File: src/rtl/hoposc_pkg.sv
// Shared types for the hopping PWM oscillator.
package hoposc_pkg;
    // Frequency range selected from line current.
    typedef enum logic {
        BAND_FAST = 1'b0,   // low line, higher switching frequency
        BAND_SLOW = 1'b1    // high line, lower switching frequency
    } line_band_t;
endpackage

File: src/rtl/line_band_sel.sv
// Line band selector.
// Chooses the frequency range from the line-current code, using hysteresis.
// Assumes gate_i is the registered gate, so the code is only read while the
// switch conducts. In CC mode the current range is held.
module line_band_sel
    import hoposc_pkg::*;
#(
    parameter int LINE_W   = 10,
    parameter int UP_THR   = 750,
    parameter int DOWN_THR = 680
) (
    input  logic              clk,
    input  logic              rst_n,
    input  logic [LINE_W-1:0] code_i,
    input  logic              gate_i,
    input  logic              cv_i,
    output line_band_t        band_o
);
    localparam logic [LINE_W-1:0] UP_C   = LINE_W'(UP_THR);
    localparam logic [LINE_W-1:0] DOWN_C = LINE_W'(DOWN_THR);

    line_band_t band_q;

    // Update the range only during conduction in CV mode.
    always_ff @(posedge clk) begin
        if (!rst_n) begin
            band_q <= BAND_FAST;
        end else if (gate_i && cv_i) begin
            if (code_i > UP_C) begin
                band_q <= BAND_SLOW;
            end else if (code_i < DOWN_C) begin
                band_q <= BAND_FAST;
            end
        end
    end

    assign band_o = band_q;

    // no range change unless conducting in CV mode.
    p_band_hold_r6: assert property (@(posedge clk) disable iff (!rst_n)
        !(gate_i && cv_i) |=> $stable(band_q));

    // a code above the upper threshold selects the slow range.
    p_band_up_r3: assert property (@(posedge clk) disable iff (!rst_n)
        (gate_i && cv_i && code_i > UP_C) |=> band_q == BAND_SLOW);

    // a code below the lower threshold selects the fast range.
    p_band_down_r4: assert property (@(posedge clk) disable iff (!rst_n)
        (gate_i && cv_i && code_i < DOWN_C) |=> band_q == BAND_FAST);
endmodule

File: src/rtl/hop_dither.sv
// Hop dither generator.
// Produces a stepped triangle position from 0 to 2*STEPS and back. Each step
// is held for DWELL_CLKS clocks, so one full sweep takes 4*STEPS dwells.
// The output is the offset from the centre as a magnitude plus a sign.
// Assumes STEPS >= 1 and DWELL_CLKS >= 2.
module hop_dither #(
    parameter int STEPS      = 8,
    parameter int DWELL_CLKS = 3968,
    localparam int POS_W     = $clog2(2*STEPS+1),
    localparam int MAG_W     = $clog2(STEPS+1),
    localparam int DW_W      = $clog2(DWELL_CLKS)
) (
    input  logic             clk,
    input  logic             rst_n,
    output logic [MAG_W-1:0] mag_o,
    output logic             up_o
);
    localparam logic [POS_W-1:0] TOP_POS = POS_W'(2*STEPS);
    localparam logic [POS_W-1:0] MID_POS = POS_W'(STEPS);
    localparam logic [DW_W-1:0]  DW_LAST = DW_W'(DWELL_CLKS-1);

    logic [DW_W-1:0]  dw_q;
    logic [POS_W-1:0] pos_q;
    logic             rising_q;

    // Advance the triangle one step at the end of each dwell.
    always_ff @(posedge clk) begin
        if (!rst_n) begin
            dw_q     <= '0;
            pos_q    <= MID_POS;
            rising_q <= 1'b1;
        end else if (dw_q == DW_LAST) begin
            dw_q <= '0;
            if (rising_q) begin
                if (pos_q == TOP_POS) begin
                    rising_q <= 1'b0;
                    pos_q    <= pos_q - 1'b1;
                end else begin
                    pos_q <= pos_q + 1'b1;
                end
            end else begin
                if (pos_q == '0) begin
                    rising_q <= 1'b1;
                    pos_q    <= POS_W'(1);
                end else begin
                    pos_q <= pos_q - 1'b1;
                end
            end
        end else begin
            dw_q <= dw_q + 1'b1;
        end
    end

    // Split the position into sign and distance from the centre.
    always_comb begin
        up_o  = (pos_q >= MID_POS);
        mag_o = up_o ? MAG_W'(pos_q - MID_POS) : MAG_W'(MID_POS - pos_q);
    end

    // the triangle never leaves its range.
    p_pos_bound_r7: assert property (@(posedge clk) disable iff (!rst_n)
        pos_q <= TOP_POS);

    // the position moves by at most one step per clock.
    p_pos_step_r7: assert property (@(posedge clk) disable iff (!rst_n)
        $changed(pos_q) |-> ($past(dw_q) == DW_LAST));
endmodule

File: src/rtl/pwm_cycle_timer.sv
// PWM cycle timer.
// Counts each period and latches the period and duty limit at every cycle
// boundary. It raises the gate with a start strobe and drops it on a
// turn-off request once the minimum on-time has passed, or at the duty limit.
// Assumes MIN_ON_CLK <= duty limit < period.
module pwm_cycle_timer #(
    parameter int PER_W       = 10,
    parameter int MIN_ON_CLK  = 27,
    parameter int DUTY_PERMIL = 685
) (
    input  logic             clk,
    input  logic             rst_n,
    input  logic [PER_W-1:0] next_per_i,
    input  logic             off_req_i,
    output logic             gate_o,
    output logic             start_o
);
    localparam int PROD_W = PER_W + 11;
    localparam logic [PER_W-1:0] MIN_LAST = PER_W'(MIN_ON_CLK-1);

    logic             running_q;
    logic [PER_W-1:0] cnt_q;
    logic [PER_W-1:0] per_q;
    logic [PER_W-1:0] maxon_q;
    logic             gate_q;
    logic             start_q;
    logic             pend_q;

    logic [PROD_W-1:0] duty_prod;
    logic [PER_W-1:0]  maxon_next;
    logic              wrap;
    logic              kill;

    // Duty limit for the cycle about to start.
    always_comb begin
        duty_prod  = (PROD_W'(next_per_i) * PROD_W'(DUTY_PERMIL)) / PROD_W'(1000);
        maxon_next = PER_W'(duty_prod);
    end

    // Cycle boundary and gate termination decisions.
    always_comb begin
        wrap = !running_q || (cnt_q == per_q - 1'b1);
        kill = gate_q && ((((off_req_i || pend_q) && (cnt_q >= MIN_LAST)))
                          || (cnt_q == maxon_q - 1'b1));
    end

    // Cycle counter, gate and held request.
    always_ff @(posedge clk) begin
        if (!rst_n) begin
            running_q <= 1'b0;
            cnt_q     <= '0;
            per_q     <= '0;
            maxon_q   <= '0;
            gate_q    <= 1'b0;
            start_q   <= 1'b0;
            pend_q    <= 1'b0;
        end else begin
            start_q <= 1'b0;
            if (wrap) begin
                running_q <= 1'b1;
                cnt_q     <= '0;
                per_q     <= next_per_i;
                maxon_q   <= maxon_next;
                gate_q    <= 1'b1;
                start_q   <= 1'b1;
                pend_q    <= 1'b0;
            end else begin
                cnt_q <= cnt_q + 1'b1;
                if (kill) begin
                    gate_q <= 1'b0;
                end
                if (gate_q && off_req_i) begin
                    pend_q <= 1'b1;
                end
            end
        end
    end

    assign gate_o  = gate_q;
    assign start_o = start_q;

    // the gate is never high past the duty limit.
    p_max_duty_r8: assert property (@(posedge clk) disable iff (!rst_n)
        gate_q |-> cnt_q < maxon_q);

    // a pulse is never shorter than the minimum on-time.
    p_min_on_r10: assert property (@(posedge clk) disable iff (!rst_n)
        $fell(gate_q) |-> cnt_q >= PER_W'(MIN_ON_CLK));

    // the strobe marks the first clock of the pulse.
    p_start_gate_r11: assert property (@(posedge clk) disable iff (!rst_n)
        start_q |-> (gate_q && cnt_q == '0));

    // the period changes only at a cycle boundary.
    p_period_hold_r11: assert property (@(posedge clk) disable iff (!rst_n)
        !start_q |-> $stable(per_q));
endmodule

File: src/rtl/hop_pwm_osc.sv
// Line-adaptive hopping PWM oscillator (top level).
// Combines the band selector, the dither generator and the cycle timer.
// Each cycle's period is the base period of the selected band plus the
// scaled dither offset, and the timer latches it at the cycle boundary.
// Assumes F_SLOW_KHZ < F_FAST_KHZ.
module hop_pwm_osc
    import hoposc_pkg::*;
#(
    parameter int CLK_KHZ       = 50000,
    parameter int F_FAST_KHZ    = 140,
    parameter int F_SLOW_KHZ    = 85,
    parameter int HOP_FAST_KHZ  = 4,
    parameter int HOP_SLOW_KHZ  = 7,
    parameter int HOP_PERIOD_US = 2540,
    parameter int HOP_STEPS     = 8,
    parameter int DUTY_PERMIL   = 685,
    parameter int MIN_ON_NS     = 550,
    parameter int LINE_W        = 10,
    parameter int UP_THR        = 750,
    parameter int DOWN_THR      = 680
) (
    input  logic              clk,
    input  logic              rst_n,
    input  logic [LINE_W-1:0] line_code_i,
    input  logic              cv_mode_i,
    input  logic              off_req_i,
    output logic              gate_o,
    output logic              cyc_start_o
);
    localparam int PER_FAST   = CLK_KHZ / F_FAST_KHZ;
    localparam int PER_SLOW   = CLK_KHZ / F_SLOW_KHZ;
    localparam int DEV_FAST   = PER_FAST * HOP_FAST_KHZ / F_FAST_KHZ;
    localparam int DEV_SLOW   = PER_SLOW * HOP_SLOW_KHZ / F_SLOW_KHZ;
    localparam int PER_MAX    = PER_SLOW + DEV_SLOW;
    localparam int PER_W      = $clog2(PER_MAX + 1);
    localparam int MIN_ON_CLK = CLK_KHZ * MIN_ON_NS / 1000000;
    localparam int HOP_CLKS   = CLK_KHZ * HOP_PERIOD_US / 1000;
    localparam int DWELL_CLKS = HOP_CLKS / (4 * HOP_STEPS);
    localparam int MAG_W      = $clog2(HOP_STEPS + 1);
    localparam int PRW        = PER_W + MAG_W;

    line_band_t       band;
    logic [MAG_W-1:0] hop_mag;
    logic             hop_up;
    logic [PER_W-1:0] base_per;
    logic [PER_W-1:0] dev_clk;
    logic [PRW-1:0]   scaled;
    logic [PER_W-1:0] shift;
    logic [PER_W-1:0] next_per;
    logic             gate;

    line_band_sel #(
        .LINE_W  (LINE_W),
        .UP_THR  (UP_THR),
        .DOWN_THR(DOWN_THR)
    ) u_band (
        .clk   (clk),
        .rst_n (rst_n),
        .code_i(line_code_i),
        .gate_i(gate),
        .cv_i  (cv_mode_i),
        .band_o(band)
    );

    hop_dither #(
        .STEPS     (HOP_STEPS),
        .DWELL_CLKS(DWELL_CLKS)
    ) u_hop (
        .clk  (clk),
        .rst_n(rst_n),
        .mag_o(hop_mag),
        .up_o (hop_up)
    );

    // Base period and dither depth of the selected band.
    always_comb begin
        base_per = (band == BAND_SLOW) ? PER_W'(PER_SLOW) : PER_W'(PER_FAST);
        dev_clk  = (band == BAND_SLOW) ? PER_W'(DEV_SLOW) : PER_W'(DEV_FAST);
    end

    // Scale the triangle step to clocks and apply its sign.
    always_comb begin
        scaled   = (PRW'(hop_mag) * PRW'(dev_clk)) / PRW'(HOP_STEPS);
        shift    = PER_W'(scaled);
        next_per = hop_up ? (base_per + shift) : (base_per - shift);
    end

    pwm_cycle_timer #(
        .PER_W      (PER_W),
        .MIN_ON_CLK (MIN_ON_CLK),
        .DUTY_PERMIL(DUTY_PERMIL)
    ) u_timer (
        .clk       (clk),
        .rst_n     (rst_n),
        .next_per_i(next_per),
        .off_req_i (off_req_i),
        .gate_o    (gate),
        .start_o   (cyc_start_o)
    );

    assign gate_o = gate;

    // the candidate period stays inside the band's dither window.
    p_period_window_r7: assert property (@(posedge clk) disable iff (!rst_n)
        (next_per >= base_per - dev_clk) && (next_per <= base_per + dev_clk));
endmodule

File: config.mk
export PLATFORM = sky130hd
export DESIGN_NAME = hop_pwm_osc
export DESIGN_NICKNAME = d
export VERILOG_FILES = /design/src/rtl/hoposc_pkg.sv /design/src/rtl/line_band_sel.sv /design/src/rtl/hop_dither.sv /design/src/rtl/pwm_cycle_timer.sv /design/src/rtl/hop_pwm_osc.sv
export SDC_FILE = /design/constraint.sdc
export NUM_CORES = 1
export LEC_CHECK = 0
export ABC_AREA = 1
export CORE_MARGIN = 8
export CORE_UTILIZATION = 45
export DETAILED_ROUTE_END_ITERATION = 10
export DONT_BUFFER_PORTS = 1
export GPL_TIMING_DRIVEN = 0
export PLACE_DENSITY_LB_ADDON = 0.1
export SYNTH_ARGS = -nofsm -noshare
export SYNTH_HDL_FRONTEND = slang
export SYNTH_SLANG_ARGS = --single-unit
File: constraint.sdc
create_clock -name clk -period 13.9 [get_ports clk]
set_input_delay 0.695 -clock clk [delete_from_list [all_inputs] [get_ports clk]]
set_output_delay 0.695 -clock clk [all_outputs]
set_load 0.03 [all_outputs]
**Word level (Yosys, flattened, before mapping)**

Index checks and enable logic that the tools add are counted.

- Register bits: 53
- Input port bits: 14
- Output and inout port bits: 2

- $add $sub $neg: 10
- $mul: 2
- Div/mod/pow operators: 1
- Magnitude comparators: 4
- Equal/unequal tests: 4
- Multiplexer cells: 15
- Bitwise logic cells: 1
- Reductions and logical operators: 14

Operators with widths:

| cell | number |
|---|---|
| 20-bit by 10-bit divider with 21-bit output (second input constant) | 1 |
| 10-bit == test | 2 |
| 10-bit by 10-bit multiplier with 20-bit output (second input constant) | 1 |
| 10-bit 2-to-1 mux | 2 |
| 10-bit by 1-bit subtractor with 10-bit output (second input constant) | 2 |
| 5-bit 2-to-1 mux | 3 |
| 12-bit by 1-bit adder with 12-bit output (second input constant) | 1 |
| 12-bit == test (second input constant) | 1 |
| 10-bit by 1-bit adder with 10-bit output (second input constant) | 1 |
| 10-bit by 7-bit adder with 10-bit output | 1 |
| 10-bit by 5-bit greater-or-equal comparator with 1-bit output (second input constant) | 1 |
| 10-bit > comparator (second input constant) | 1 |
| 10-bit < comparator (second input constant) | 1 |
| 4-bit by 6-bit multiplier with 10-bit output | 1 |
| 10-bit by 7-bit subtractor with 10-bit output | 1 |
| 1-bit 2-to-1 mux | 8 |
| 6-bit 2-to-1 mux | 1 |
| 5-bit by 1-bit adder with 5-bit output (second input constant) | 1 |
| 5-bit == test (second input constant) | 1 |
| 5-bit by 4-bit greater-or-equal comparator with 1-bit output (second input constant) | 1 |
| 5-bit logical NOT | 1 |
| 5-bit by 1-bit subtractor with 5-bit output (second input constant) | 1 |
| 1-bit logical AND | 4 |
| 4-bit 2-to-1 mux | 1 |
| 8 further kinds | 12 |

**Logic depth before layout (Yosys ltp)**

- Depth in word-level cells: 7
- Depth in mapped cells: 107
- Depth with buffers taken out: 106

**Hierarchy**

A second synthesis with hierarchy kept.

- Cells, all modules: 1330
- Area total of the unflattened synthesis: 8369.3 um2

Modules (own cells, without submodules):

| module | times used | cells an instance | area each (um2) |
|---|---|---|---|
| pwm_cycle_timer | 1 | 965 | 6180.9 |
| hop_dither | 1 | 160 | 1037.2 |
| hop_pwm_osc | 1 | 162 | 957.2 |
| line_band_sel | 1 | 43 | 193.9 |

**Worst setup path after synthesis**

No wires, ideal clock.

- Kind: register to register
- Start point: register u_hop.pos_q[4]
- End point: register u_timer.maxon_q[0]
- Setup time: 0.112 ns
- Arrival time: 12.207 ns
- Data required time: 13.788 ns
- Setup slack: 1.581 ns
- Cell stages (with the launch flop): 90
- Buffers on the path: 1
- Cell sequence: dfxtp_1 -> clkbuf_1 -> nor2_1 -> inv_1 -> nor2_1 -> xor2_1 -> nor2_1 -> or2_2 -> fa_1 -> inv_1 -> fa_1 -> nand2_1 -> nor2_1 -> nor2_1 -> xor2_1 -> ha_1 -> a21o_1 -> a31oi_1 -> (+54 left out) -> o21bai_4 -> nand2_2 -> nand3_2 -> nand2_2 -> inv_2 -> nand2_4 -> nand3_1 -> nand2_2 -> inv_2 -> nand2_2 -> o21ai_2 -> nand2_1 -> nand2_1 -> nor2_1 -> nand3_1 -> nand2_1 -> nand2_1 -> nand2_1

- Word-level cells in the longest chain between the ends: 7

RTL lines:

| what | line | text |
|---|---|---|
| start: declaration | hop_dither.sv:23 | `logic [POS_W-1:0] pos_q;` |
| start signal: assignment | hop_dither.sv:37 | `pos_q <= pos_q - 1'b1;` |
| start signal: assignment | hop_dither.sv:39 | `pos_q <= pos_q + 1'b1;` |
| start signal: assignment | hop_dither.sv:46 | `pos_q <= pos_q - 1'b1;` |
| 5-bit by 4-bit greater-or-equal comparator with 1-bit output (*) | hop_dither.sv:56 | `up_o = (pos_q >= MID_POS);` |
| 4-bit 2-to-1 mux | hop_dither.sv:57 | `mag_o = up_o ? MAG_W'(pos_q - MID_POS) : MAG_W'(MID_POS - pos_q);` |
| 4-bit by 6-bit multiplier with 10-bit output | hop_pwm_osc.sv:83 | `scaled = (PRW'(hop_mag) * PRW'(dev_clk)) / PRW'(HOP_STEPS);` |
| 10-bit by 7-bit subtractor with 10-bit output or 10-bit by 7-bit adder with 10-bit output (tied branches) | hop_pwm_osc.sv:85 | `next_per = hop_up ? (base_per + shift) : (base_per - shift);` |
| 10-bit 2-to-1 mux (*) | hop_pwm_osc.sv:85 |  |
| net next_per[9] | hop_pwm_osc.sv:49 | `logic [PER_W-1:0] next_per;` |
| 10-bit by 10-bit multiplier with 20-bit output (*) | pwm_cycle_timer.sv:36 | `duty_prod = (PROD_W'(next_per_i) * PROD_W'(DUTY_PERMIL)) / PROD_W'(1000);` |
| 20-bit by 10-bit divider with 21-bit output (*) | pwm_cycle_timer.sv:36 |  |
| end signal: assignment | pwm_cycle_timer.sv:63 | `maxon_q <= maxon_next;` |
| end: declaration | pwm_cycle_timer.sv:24 | `logic [PER_W-1:0] maxon_q;` |

The timed path passes the listed nets; every way through them passes the cells marked *.
A chain may end at the register's enable or synchronous reset.

**Worst setup path in the final report**

- Start point: register u_hop.pos_q[0]
- End point: register u_timer.maxon_q[0]

- Word-level cells in the longest chain between the ends: 7

RTL lines:

| what | line |
|---|---|
| 4-bit subtractor or 5-bit by 4-bit greater-or-equal comparator with 1-bit output (tied branches) | hop_dither.sv:57, hop_dither.sv:56 |
| 4-bit 2-to-1 mux | hop_dither.sv:57 |
| 4-bit by 6-bit multiplier with 10-bit output | hop_pwm_osc.sv:83 |
| 10-bit by 7-bit subtractor with 10-bit output or 10-bit by 7-bit adder with 10-bit output (tied branches) | hop_pwm_osc.sv:85 |
| 10-bit 2-to-1 mux (*) | hop_pwm_osc.sv:85 |
| net next_per[6] | hop_pwm_osc.sv:49 |
| 10-bit by 10-bit multiplier with 20-bit output (*) | pwm_cycle_timer.sv:36 |
| 20-bit by 10-bit divider with 21-bit output (*) | pwm_cycle_timer.sv:36 |

Marks and branches as above.

==> flow_summary_export.csv <==
group,metric,value,unit
worst_setup_path,critPathMostFrequentCell,"nand2_1",
worst_setup_path,critical_path_arrival,13070,ps
route,drt_first_pass_iters,4,
clock_network,clk_path_buf_depth,2,
clock_network,cts_buffers,5,
grt,grt_max_degree,15,
logic_synthesis,seq_area_frac_synth,12.79,%
place,dp_hpwl,14910,um
final_layout,finalNonFillerCells,1548,
final_layout,num_antenna_cells,0,
clock_network,htreeDepth,2,
timing,skew,2.140,ps
flow_run,cap_viol_max_count,0,
worst_setup_path,r2r_cells,92,
route,first_iter_violations,281,
logic_synthesis,yosysUniqueCellTypes,55,
timing,fmax,0.07757,GHz
logic_synthesis,ys_ff_latch,53,
place,dpl.cell_count,1508,
die,initial_core_util,46.03,%
logic_synthesis,yosys_most_used_dff,"dfxtp_1",
die,die-area,23040,um^2
final_layout,fillers,1821,
clock_network,clkLatencyLatePin,290,ps
final_layout,num-nets-final,1456,
worst_setup_path,startpoint,"u_hop.pos_q[0]",
logic_synthesis,synth_area,8297,um^2
clock_network,cts_root_buf,"clkbuf_16",
grt,grt.total_usage,16.07,%
die,fp.dieW,151.8,um
place,port_buffers,0,
grt,grt_overflow,0,
worst_setup_path,rr_endpoint,"u_timer.maxon_q[0]",
grt,grt_pass1_wl,31600,um
place,place_congestion,0.8165,
final_layout,multi_input_area,6748,um^2
route,wirelength,18260,um
worst_setup_path,path_max_fanout,9,
worst_setup_path,cp_slowest_cell,"fa_1",
worst_setup_path,worstSetupPathType,"reg2reg",
worst_setup_path,end_kind,"flip-flop",
die,die_y,151.8,um
die,fp-row-count,49,
worst_setup_path,ff2ff_setup_slack,1010,ps
logic_synthesis,synthCells,1279,
grt,antenna_found_initial,0,
worst_setup_path,required,14080,ps
logic_synthesis,synth_edf_count,0,
logic_synthesis,async_flop_share,0,%
logic_synthesis,yosys_warnings,0,
outcome,outcome,"complete, no violations",
die,io_pins,16,
timing,min_period,12890,ps
final_layout,drive_gt1_share,18.12,%
timing,setup_violations,0,
timing,timing.final.crit_share,92.75,%
clock_network,cts_sinks,53,
hold_path,hold_path.class,"reg2reg",
route,viasPerCell,4.893,
worst_setup_path,r2r_start,"u_hop.pos_q[0]",
timing,max_slew.worst_pin.slew,695.5,ps
route,num_vias,7575,
worst_setup_path,max_stage_delay,550,ps
timing,slew_violations,0,
grt,grt_pass1_vias,7009,
timing,slew_headroom,53.46,%
worst_setup_path,cp-endpoint,"u_timer.maxon_q[0]",
final_layout,final-seq-area,1069,um^2
final_layout,syn_to_final_growth,13.66,%
hold_path,hp-start,"u_hop.dw_q[3]",
clock_network,cts_tree,"built",
clock_network,path_clk_slew,70,ps
worst_setup_path,cp-start-kind,"flip-flop",
route,ant_nets,0,
clock_network,holdBufCountCts,0,
die,fp.coreArea,18020,um^2
route,drc,0,
logic_synthesis,synth_nets,1416,
timing,hold_viol,0,
logic_synthesis,avgSynthCellArea,6.487,um^2
route,drt-wirelength-per-cell,11.80,um
## through the flow
| stage | util [%] | hold slack, ps | worst slack, ps | area, um^2 | setup TNS, ps |
|---|---|---|---|---|---|
| after floorplan | - | 430.3 | 1581 | 8297 | 0 |
| after global placement | 47.62 | 447.5 | -531.7 | 8583 | -708.1 |
| after detailed placement | 47.62 | 455.1 | -556.9 | 8583 | -750.8 |
| after CTS | 48.70 | 465.5 | 52.26 | 8778 | 0 |
| after global routing | 52.32 | 485.5 | -94.37 | 9430 | -94.37 |
| final | 52.32 | 463.4 | 1008 | 9430 | 0 |
## Yosys cell counts (7+ instances only)
cell type | number | area [um^2]
nand3_2 | 16 | 160.2
nand3_1 | 92 | 460.4
xor2_1 | 56 | 490.5
xnor2_1 | 13 | 113.9
inv_1 | 196 | 735.7
o21ai_0 | 37 | 185.2
nand2_4 | 19 | 214.0
o21ai_1 | 13 | 65.06
nor3_1 | 22 | 110.1
a21oi_1 | 29 | 145.1
dfxtp_1 | 53 | 1061
fa_1 | 25 | 500.5
nand2_1 | 330 | 1239
nand4_1 | 10 | 62.56
nor2_2 | 14 | 87.58
clkbuf_1 | 13 | 48.80
ha_1 | 98 | 1226
o22ai_1 | 9 | 56.30
nor3b_1 | 7 | 52.55
nor2_1 | 98 | 367.9
nand2_2 | 30 | 187.7
inv_2 | 24 | 90.09
## area by class of cell
cell class                      count  area share [%]
Clock buffer                        7           1.513
Buffer                             12          0.5971
Tap cell                          229           3.038
Inverter                          224           9.009
Multi-Input combinational cell    988           71.55
Timing Repair Buffer               35           2.959
Sequential cell                    53           11.33
## cells in the final DEF, fill, tap and decap left out, types with 4 or more instances in the layout
cell / count
nand2_1: 307
inv_1: 189
nand3_1: 89
ha_1: 89
nor2_1: 86
xor2_1: 52
nand2_2: 49
dfxtp_1: 49
o21ai_0: 34
buf_4: 33
inv_2: 28
a21oi_1: 25
fa_1: 25
nor3_1: 22
nand2_4: 21
nor2_2: 19
nand3_2: 18
o21ai_1: 14
nor2_4: 13
xnor2_1: 12
clkbuf_1: 11
nand4_1: 10
o22ai_1: 9
a21oi_2: 8
ha_4: 8
nor3b_1: 7
and2_1: 6
nand3b_1: 6
clkbuf_16: 5
o21bai_1: 4
clkinv_1: 4
## sequential cells by signal (all words and copies together) (netlist names), 5 cells and up, named ones only
register,cells
u_timer.maxon_q,10
u_timer.cnt_q,10
u_timer.per_q,10
u_hop.dw_q,12
u_hop.pos_q,5
## logic make-up (layout without fill, tap and decap cells)
group	Yosys count	after routing	synth area share, %
other cells	1	1	0.04520
simple gates	667	667	38.40
fa+ha+maj	123	123	20.81
buf+inv	238	278	10.89
compound gates	127	127	9.516
xor+xnor	70	70	7.555
flops	53	53	12.79
## critical path: cells and delay by family (launching register included)
kind | cells | cell delay [ps]
buffers and inverters | 11 | 710
flip-flops | 1 | 370
AND/OR/NAND/NOR | 59 | 5740
AO/OA/AOI/OAI | 9 | 1690
adder cells (fa/ha/maj) | 11 | 3890
XOR/XNOR | 2 | 340
## worst min-delay path by stage
| stage | endpoint | slack (ps) | depth (start not counted) |
|---|---|---|---|
| after floorplan | u_hop.dw_q[0] | 430 | 1 |
| after global placement | u_hop.dw_q[0] | 450 | 1 |
| after detailed placement | u_hop.dw_q[3] | 460 | 2 |
| after CTS | u_hop.dw_q[3] | 470 | 2 |
| after global routing | u_hop.dw_q[3] | 490 | 2 |
| final | u_hop.dw_q[3] | 460 | 2 |
## timing repair
action | CTS | global route
setup buffers | 0 | 35
pin swaps | 0 | 35
setup endpoints to repair | 2 | 3
resized for setup | 7 | 96
cloned | 0 | 0
## routing by layer
| layer | wire, um | share of wire, % | global-route usage (%) |
|---|---|---|---|
| met1 | 9311 | 51 | 22.24 |
| met2 | 8549 | 47 | 27.74 |
| met3 | 303 | 1.7 | 1.188 |
| met4 | 98 | 0.54 | 1.274 |
| met5 | 0 | 0 | 0 |
Power is not shown: default switching activity piles up to over one toggle a cycle in this logic, so the estimate is an artifact.
